[config.mk]
export PLATFORM = sky130hd
export DESIGN_NAME = evact_unit
export DESIGN_NICKNAME = d
export VERILOG_FILES = /design/src/rtl/evact_pkg.sv /design/src/rtl/evact_sync_edge.sv /design/src/rtl/evact_decode_a.sv /design/src/rtl/evact_decode_b.sv /design/src/rtl/evact_unit.sv
export SDC_FILE = /design/constraint.sdc
export NUM_CORES = 1
export LEC_CHECK = 0
export CAP_MARGIN = 20
export CORE_AREA = 8 8 45 47
export CTS_BUF_LIST = sky130_fd_sc_hd__clkbuf_16
export DETAILED_ROUTE_END_ITERATION = 8
export DIE_AREA = 0 0 53 55
export GPL_ROUTABILITY_DRIVEN = 0
export PLACE_DENSITY = 0.46
export RECOVER_POWER = 100
export SETUP_SLACK_MARGIN = 0.15
export SLEW_MARGIN = 40
export SYNTH_ARGS = -nofsm -noshare
export SYNTH_HDL_FRONTEND = slang
export SYNTH_SLANG_ARGS = --single-unit
[constraint.sdc]
create_clock -name clk -period 2.8 [get_ports clk]
set_clock_uncertainty 0.1 [all_clocks]
set_input_delay 0.56 -clock clk [delete_from_list [all_inputs] [get_ports clk]]
set_output_delay 0.56 -clock clk [all_outputs]
set_load 0.1 [all_outputs]
[src/rtl/evact_pkg.sv]
package evact_pkg;

  // Primary action selector codes
  localparam logic [1:0] A_CNT_RISE = 2'd0;
  localparam logic [1:0] A_CNT_ANY  = 2'd1;
  localparam logic [1:0] A_GATE_LVL = 2'd2;
  localparam logic [1:0] A_UPDOWN   = 2'd3;

  // Secondary action selector codes (1, 2, 7 unused -> no action)
  localparam logic [2:0] B_NONE     = 3'd0;
  localparam logic [2:0] B_UPDOWN   = 3'd3;
  localparam logic [2:0] B_RST_RISE = 3'd4;
  localparam logic [2:0] B_RST_ANY  = 3'd5;
  localparam logic [2:0] B_RST_HOLD = 3'd6;

  // Synchronised view of one event line
  typedef struct packed {
    logic level;
    logic rise;
    logic fall;
  } ev_view_t;

  // Edge selection: rising only, or either polarity
  function automatic logic edge_hit(input logic any_pol, input ev_view_t v);
    return v.rise | (any_pol & v.fall);
  endfunction

  // Level gating of the prescaled tick
  function automatic logic gated_tick(input logic tick, input logic lvl);
    return tick & lvl;
  endfunction

  // Restart wins over a count step
  function automatic logic resolve_tick(input logic tick_req, input logic rst_req);
    return tick_req & ~rst_req;
  endfunction

  // Secondary code that restarts on an edge
  function automatic logic b_is_edge_restart(input logic [2:0] code);
    return (code == B_RST_RISE) || (code == B_RST_ANY);
  endfunction

endpackage

[src/rtl/evact_sync_edge.sv]
module evact_sync_edge #(
  parameter int STAGES = 2
) (
  input  logic clk,
  input  logic rst_n,
  input  logic async_in,
  output evact_pkg::ev_view_t view
);
  localparam int LAST = STAGES - 1;

  logic [LAST:0] chain;
  logic          prev_lvl;
  logic          lvl;

  generate
    if (STAGES < 2) begin : g_bad_depth
      initial $error("evact_sync_edge: STAGES must be at least 2");
    end
  endgenerate

  always_ff @(posedge clk) begin
    if (!rst_n) begin
      chain    <= '0;
      prev_lvl <= 1'b0;
    end else begin
      chain    <= {chain[LAST-1:0], async_in};
      prev_lvl <= chain[LAST];
    end
  end

  assign lvl        = chain[LAST];
  assign view.level = lvl;
  assign view.rise  = lvl & ~prev_lvl;
  assign view.fall  = ~lvl & prev_lvl;

  // Edge strobes last a single cycle
  assert_rise_one_cycle_R1: assert property (@(posedge clk) disable iff (!rst_n)
    view.rise |=> !view.rise);
  assert_fall_one_cycle_R1: assert property (@(posedge clk) disable iff (!rst_n)
    view.fall |=> !view.fall);
  // After a rising strobe the level stays high or produces a falling strobe
  assert_rise_then_level_R1: assert property (@(posedge clk) disable iff (!rst_n)
    view.rise |=> (view.level || view.fall));

endmodule

[src/rtl/evact_decode_a.sv]
module evact_decode_a (
  input  logic                clk,
  input  logic                rst_n,
  input  logic [1:0]          code,
  input  evact_pkg::ev_view_t ev,
  input  logic                presc_tick,
  output logic                tick_req,
  output logic                dir_valid,
  output logic                dir_down
);
  import evact_pkg::*;

  always_comb begin
    tick_req  = 1'b0;
    dir_valid = 1'b0;
    dir_down  = 1'b0;
    unique case (code)
      A_CNT_RISE: tick_req = edge_hit(1'b0, ev);
      A_CNT_ANY:  tick_req = edge_hit(1'b1, ev);
      A_GATE_LVL: tick_req = gated_tick(presc_tick, ev.level);
      A_UPDOWN: begin
        tick_req  = presc_tick;
        dir_valid = 1'b1;
        dir_down  = ev.level;
      end
      default: tick_req = 1'b0;
    endcase
  end

  assert_gate_closed_R4: assert property (@(posedge clk) disable iff (!rst_n)
    (code == A_GATE_LVL && !ev.level) |-> !tick_req);
  assert_rise_only_R2: assert property (@(posedge clk) disable iff (!rst_n)
    (code == A_CNT_RISE && ev.fall) |-> !tick_req);
  assert_no_tick_without_edge_R3: assert property (@(posedge clk) disable iff (!rst_n)
    (code == A_CNT_ANY && !ev.rise && !ev.fall) |-> !tick_req);

endmodule

[src/rtl/evact_decode_b.sv]
module evact_decode_b (
  input  logic                clk,
  input  logic                rst_n,
  input  logic [2:0]          code,
  input  evact_pkg::ev_view_t ev,
  output logic                restart_req,
  output logic                updn_on,
  output logic                dir_down
);
  import evact_pkg::*;

  always_comb begin
    restart_req = 1'b0;
    updn_on     = 1'b0;
    dir_down    = 1'b0;
    case (code)
      B_UPDOWN: begin
        updn_on  = 1'b1;
        dir_down = ev.level;
      end
      B_RST_RISE: restart_req = edge_hit(1'b0, ev);
      B_RST_ANY:  restart_req = edge_hit(1'b1, ev);
      B_RST_HOLD: restart_req = ev.level;
      default:    restart_req = 1'b0;
    endcase
  end

  assert_unused_quiet_R10: assert property (@(posedge clk) disable iff (!rst_n)
    (code == 3'd0 || code == 3'd1 || code == 3'd2 || code == 3'd7) |-> !restart_req);
  assert_hold_tracks_R9: assert property (@(posedge clk) disable iff (!rst_n)
    (code == B_RST_HOLD && ev.level) |-> restart_req);
  assert_edge_restart_pulse_R7: assert property (@(posedge clk) disable iff (!rst_n)
    (b_is_edge_restart(code) && restart_req && $stable(code)) |=> !restart_req);

endmodule

[src/rtl/evact_unit.sv]
module evact_unit #(
  parameter int SYNC_STAGES = 2
) (
  input  logic       clk,
  input  logic       rst_n,
  input  logic       ev_a_in,
  input  logic       ev_b_in,
  input  logic       presc_tick,
  input  logic [1:0] act_a_sel,
  input  logic [2:0] act_b_sel,
  output logic       cnt_tick,
  output logic       cnt_down,
  output logic       cnt_restart
);
  import evact_pkg::*;

  localparam int N_EV = 2;
  localparam int CH_A = 0;
  localparam int CH_B = 1;

  logic [N_EV-1:0] ev_raw;
  ev_view_t        ev_view [N_EV];

  // Named internal events for assertions
  logic a_tick_req, a_dir_valid, a_dir_down;
  logic b_restart_req, b_updn_on, b_dir_down;
  logic tick_pre;

  assign ev_raw = {ev_b_in, ev_a_in};

  generate
    for (genvar ch = 0; ch < N_EV; ch++) begin : g_chan
      evact_sync_edge #(.STAGES(SYNC_STAGES)) i_sync (
        .clk      (clk),
        .rst_n    (rst_n),
        .async_in (ev_raw[ch]),
        .view     (ev_view[ch])
      );
    end
  endgenerate

  evact_decode_a i_dec_a (
    .clk        (clk),
    .rst_n      (rst_n),
    .code       (act_a_sel),
    .ev         (ev_view[CH_A]),
    .presc_tick (presc_tick),
    .tick_req   (a_tick_req),
    .dir_valid  (a_dir_valid),
    .dir_down   (a_dir_down)
  );

  evact_decode_b i_dec_b (
    .clk         (clk),
    .rst_n       (rst_n),
    .code        (act_b_sel),
    .ev          (ev_view[CH_B]),
    .restart_req (b_restart_req),
    .updn_on     (b_updn_on),
    .dir_down    (b_dir_down)
  );

  // Secondary up/down mode takes the tick source and the direction
  always_comb begin
    tick_pre = b_updn_on ? presc_tick : a_tick_req;
    if (b_updn_on)        cnt_down = b_dir_down;
    else if (a_dir_valid) cnt_down = a_dir_down;
    else                  cnt_down = 1'b0;
  end

  assign cnt_restart = b_restart_req & rst_n;
  assign cnt_tick    = resolve_tick(tick_pre, b_restart_req) & rst_n;

  assert_restart_blocks_tick_R11: assert property (@(posedge clk) disable iff (!rst_n)
    cnt_restart |-> !cnt_tick);
  assert_b_dir_wins_R6: assert property (@(posedge clk) disable iff (!rst_n)
    (act_b_sel == B_UPDOWN) |-> (cnt_down == ev_view[CH_B].level));
  assert_dir_up_default_R6: assert property (@(posedge clk) disable iff (!rst_n)
    (act_b_sel != B_UPDOWN && act_a_sel != A_UPDOWN) |-> !cnt_down);
  assert_updn_a_passes_tick_R5: assert property (@(posedge clk) disable iff (!rst_n)
    (act_a_sel == A_UPDOWN && !b_restart_req && !b_updn_on) |-> (cnt_tick == presc_tick));

endmodule

==> results.toml, run 1 <==
[setup_path]
worstSetupPathType = "in -> out"
critPathLaunchType = "input pin"
crit_arrival_ns = 1.91
rrSetupSlack_ns = 2.12
startpoint = "act_b_sel[2]"
path_max_fanout = 4
ff2ff_path_depth = 1
worstPathRequired_ns = 2.14
timing.rr.start = "g_chan[1].i_sync.chain[1]"
crit_path_end_kind = "primary output"

[finish]
fin_cells = 62
diodes = 0
layout-drive-gt1-share_pct = 21.74
synthToLayoutAreaGrowth_pct = 78.75
design_area_um2 = 536.8
nNetsFinal = 60
layout_common_cells = "7 x clkdlybuf4s50_1, 6 x dfxtp_1"
final_common_cell = "clkdlybuf4s50_1"

[die]
ios = 13
start_util_pct = 21.70
fp.dieH_um = 55
coreArea_um2 = 1384
num_rows = 14
dieArea_um2 = 2915
die_x_um = 53

[detailed_routing]
met2_length_um = 334
wl_um = 754
wl_per_cell_um = 12.16
vias = 277
viasPerCell = 4.468
drtIter0Drc = 1
met1Wirelength_um = 301
drc = 0
first_pass_iters = 3
antenna_left = 0
top_layer = "met4"
wl_met3_um = 92

[worst_hold_path]
hp-class = "reg -> reg"
hold_depth = 1
min_from = "g_chan[0].i_sync.chain[0]"

[yosys]
netlist_area_um2 = 300.3
yosysSeqAreaShare_pct = 40.00
ys_seq_elements = 6
synthCells = 31
yosysUniqueCellTypes = 15
synth_fp_nets = 43
synth.area.top_cells = "dfxtp_1 40%, and2_1 13%, ha_1 8.3%"
syn_avg_cell_area_um2 = 9.687
ys_warn_count = 0
synth_top_area_cell = "dfxtp_1"
yosysTopAreaCellShare_pct = 40.00

[clock_tree]
cts_buffer_depth = 2
cts_root_buf = "clkbuf_16"
numCtsBuffers = 3
clock-sinks = 6
cts_htree_levels = 1
clkTransAtPathRegs_ns = 0.03
cts_tree = "yes"
insertion_delay_ns = 0.23

[sta]
finalCritPeriodShare_pct = 91.79
fmax_ghz = 0.3891
setup_viol = 0
slew_violations = 0
finalHoldViolCount = 0
tns_ns = 0
setup_ws_ns = 0.2299
hold_ws_ns = 0.3291
rsz0062_at_grt = "no"
fin_crit_ns = 2.570
maxSlewHeadroom_pct = 63.79
worst_pin_slew_ns = 0.5455

[placement]
place_inst = 59
port_buffers = 12
placed_cell_area_um2 = 473.0
dp_hpwl_um = 575.5
place_ws_ns = 0.1506

[grt]
antenna_found_initial = 0
grt_pass1_wl_mm = 1.324
grt_overflow_total = 0
track_usage_pct = 6.517
grt_max_degree = 9
grt_pass1_vias = 306

[status]
status = "finished clean"

[power]
leakagePower_uw = 0.0002386
powerDensity_nw_per_um2 = 684.1
peakVddDrop_mv = 0.2949

[job]
max_cap_violations = 0
-- metal layers --
metal,up-vias,global-route usage (%)
met2,15,11.72
met3,3,3.476
met1,122,5.199
met4,0,5.172
li1,137,-
met5,-,0
-- cell usage after synthesis (all sizes together) --
cell / number
a21o: 1
o21ai: 1
nor2: 2
o211ai: 1
nand2b: 2
inv: 3
mux2: 1
and2: 6
ha: 2
o21a: 2
dfxtp: 6
a211oi: 1
and3b: 1
o211a: 1
nand3: 1
-- cells by family (layout without fill, tap and decap cells) --
kind of cell / after synthesis / in the layout / share of synthesized area [%]
fa+ha+maj: 2 / 2 / 8.332
mux: 1 / 1 / 4.999
compound gates: 7 / 7 / 19.16
buf+inv: 3 / 18 / 3.750
simple gates: 12 / 12 / 23.75
flops: 6 / 6 / 40.00
-- what timing repair did --
item,CTS,global route
hold buffers,0,0
gates resized for setup,2,0
setup endpoints to repair,1,0
buffers inserted,0,0
-- layout make-up --
class / instances / area, µm²
flip-flops and latches: 6 / 120.1
fillers: 142 / 847.1
multi-input cells: 22 / 176.4
inverters: 3 / 11.26
clock buffers: 3 / 75.07
well taps: 16 / 20.02
repair buffers: 12 / 133.9
-- final timing paths --
kind | endpoint
setup reg to reg | g_chan[1].i_sync.prev_lvl
setup / recovery | cnt_tick
hold reg to reg | g_chan[0].i_sync.chain[1]
hold / removal | g_chan[0].i_sync.chain[1]
-- stage by stage --
stage / power (µW) / utilization (%)
6_report: 367.2 / 38.79
5_1_grt: 383.2 / 38.79
4_1_cts: 375.3 / 39.87
3_5_place_dp: 141.9 / 34.18
3_3_place_gp: 140.1 / 34.18
2_1_floorplan: 115.9 / -
-- where the power goes --
group / internal, µW / leakage (µW) / switching, µW
logic: 22.8 / 0.000152 / 24.1
registers: 89.5 / 0.0000494 / 1.63
clock network: 183 / 0.0000370 / 46.0
total: 295 / 0.000239 / 71.8
-- worst max-delay path, stage by stage --
cell and delay, ns:
clkdlybuf4s50_1 0.49, and3b_1 0.23, o21a_1 0.20, o211a_1 0.24, buf_12 0.18
-- registers in the layout (all words and copies together), names as in the netlist --
| name | cells |
|---|---|
| g_chan.i_sync.prev_lvl | 2 |
| g_chan.i_sync.chain | 4 |
Power figures use the tool's default switching activity.
==> inputs of run 2 (changes only) <==
--- a/config.mk
+++ b/config.mk
@@ -10,8 +10,9 @@
 export CTS_BUF_LIST = sky130_fd_sc_hd__clkbuf_16
 export DETAILED_ROUTE_END_ITERATION = 8
 export DIE_AREA = 0 0 53 55
+export DONT_BUFFER_PORTS = 1
 export GPL_ROUTABILITY_DRIVEN = 0
-export PLACE_DENSITY = 0.46
+export PLACE_DENSITY = 0.34
 export RECOVER_POWER = 100
 export SETUP_SLACK_MARGIN = 0.15
 export SLEW_MARGIN = 40
==> results.toml, run 2 (same netlist as run 1, synthesis figures left out) <==
[status]
status = "finished clean"

[setup_path]
crit_arrival_ns = 1.84
cp_slowest_stage_delay_ns = 0.45
crit_path_end_kind = "primary output"
ff2ff_path_depth = 1
path_cells = "ha_1 > nand2b_1 > a211oi_1 > o211a_1 > clkbuf_2"
critPathLaunchType = "flop"
path_max_fanout = 4
worstPathRequired_ns = 2.14
crit_path_top_delay_cell = "clkbuf_2"
worstSetupPathType = "reg -> out"
timing.rr.start = "g_chan[1].i_sync.chain[1]"
worstReg2RegEnd = "g_chan[1].i_sync.prev_lvl"
rrSetupSlack_ns = 2.13

[die]
fp.dieH_um = 55
dieArea_um2 = 2915
die_x_um = 53
ios = 13
num_rows = 14
start_util_pct = 21.70
coreArea_um2 = 1384

[placement]
port_buffers = 0
dp_hpwl_um = 491.8
placed_cell_area_um2 = 345.3
place_inst = 50

[clock_tree]
cts_buffer_depth = 2
ctsHoldBuffers = 0
clock-sinks = 6
postCtsSetupRepairBufs = 0
numCtsBuffers = 3
cts_resized = 0
insertion_delay_ns = 0.22
clkTransAtPathRegs_ns = 0.03
cts_htree_levels = 1
cts_root_buf = "clkbuf_16"
cts_tree = "yes"

[sta]
rsz0062_at_grt = "no"
maxSlewHeadroom_pct = 63.98
tns_ns = 0
finalHoldViolCount = 0
finalCritPeriodShare_pct = 89.19
slew_violations = 0
worst_pin_slew_ns = 0.5426
fin_crit_ns = 2.497
fmax_ghz = 0.4004
setup_viol = 0

[power]
leakagePower_uw = 0.0001957
powerDensity_nw_per_um2 = 832.2
fin_total_pwr_uw = 343.6
peakVddDrop_mv = 0.3061

[worst_hold_path]
hold_depth = 1
holdPathEnd = "g_chan[1].i_sync.chain[1]"
min_from = "g_chan[1].i_sync.chain[0]"
hp-class = "reg -> reg"

[finish]
largest_register_ffs = 4
layout_common_cells = "6 x and2_1, 6 x dfxtp_1, 3 x inv_1, 3 x clkbuf_16, 3 x clkbuf_2"
nNetsFinal = 51
reg.largest.list = "g_chan.i_sync.chain: 4 flops, g_chan.i_sync.prev_lvl: 2 flops"
synthToLayoutAreaGrowth_pct = 37.50
top_register = "g_chan.i_sync.chain"
layout-drive-gt1-share_pct = 24.32
fin_cells = 53
diodes = 0
design_area_um2 = 412.9
final_util_pct = 29.84

[grt]
antenna_found_initial = 0
grt_pass1_wl_mm = 1.007
track_usage_pct = 4.973
grt_pass1_vias = 252
grt_overflow_total = 0
grt_max_degree = 9

[detailed_routing]
viasPerCell = 4.415
first_pass_iters = 2
antenna_left = 0
wl_per_cell_um = 11.74
drc = 0
vias = 234
drtIter0Drc = 1
wl_um = 622

[job]
max_cap_violations = 0
[run 2: cell count changes in the layout (fill, tap and decap cells not counted)]
| cell | delta |
|---|---|
| a211oi_1 | +1 |
| and2_1 | +3 |
| clkdlybuf4s50_1 | -7 |
| a211oi_2 | -1 |
| clkbuf_2 | +2 |
| and2_0 | -3 |
| buf_12 | -2 |
| dlygate4sd2_1 | -1 |
| dlygate4sd3_1 | -1 |
[run 2: final cells by class]
class                   instances  area, µm²
fillers                       142      970.9
multi-input cells              22      171.4
flip-flops and latches          6      120.1
clock buffers                   3      75.07
well taps                      16      20.02
repair buffers                  3      15.01
inverters                       3      11.26
[run 2: critical path, delay by kind of cell (launching register included)]
kind	cells	cell delay, ns
and+or+nand+nor	1	0.14
AOI/OAI and AO/OA	2	0.42
DFF	1	0.32
adders and majority gates	1	0.29
buffers and inverters	1	0.45
[run 2: per-stage QoR]
stage	setup slack, ns	hold slack [ns]
floorplan	0.4191	0.3118
global placement	0.6632	0.3147
detailed placement	0.6502	0.3203
CTS	0.4561	0.3280
global route	0.2250	0.3395
finish	0.3026	0.3238
[run 2: where the power goes]
part	internal, µW	leakage, µW	switching (µW)
clock network	183	0.0000370	42.8
logic	9.09	0.000109	17.9
registers	89.5	0.0000494	1.56
[run 2: how the worst max path moves through the flow]
| stage | slack, ns | to | startpoint | cells after the start |
|---|---|---|---|---|
| floorplan | 0.42 | cnt_tick | act_b_sel[1] | 3 |
| global placement | 0.66 | cnt_tick | act_b_sel[1] | 4 |
| detailed placement | 0.65 | cnt_tick | act_b_sel[1] | 4 |
| CTS | 0.46 | cnt_tick | g_chan[1].i_sync.chain[1] | 5 |
| global route | 0.23 | cnt_tick | g_chan[0].i_sync.chain[1] | 5 |
| finish | 0.30 | cnt_tick | g_chan[0].i_sync.chain[1] | 5 |
[run 2: per-layer routing]
layer | global-route usage [%] | wire length (µm) | vias to the layer above
li1 | - | - | 117
met4 | 5.172 | 25 | 0
met3 | 3.743 | 95 | 3
met5 | 0 | 0 | -
met1 | 4.407 | 259 | 101
met2 | 7.031 | 243 | 13
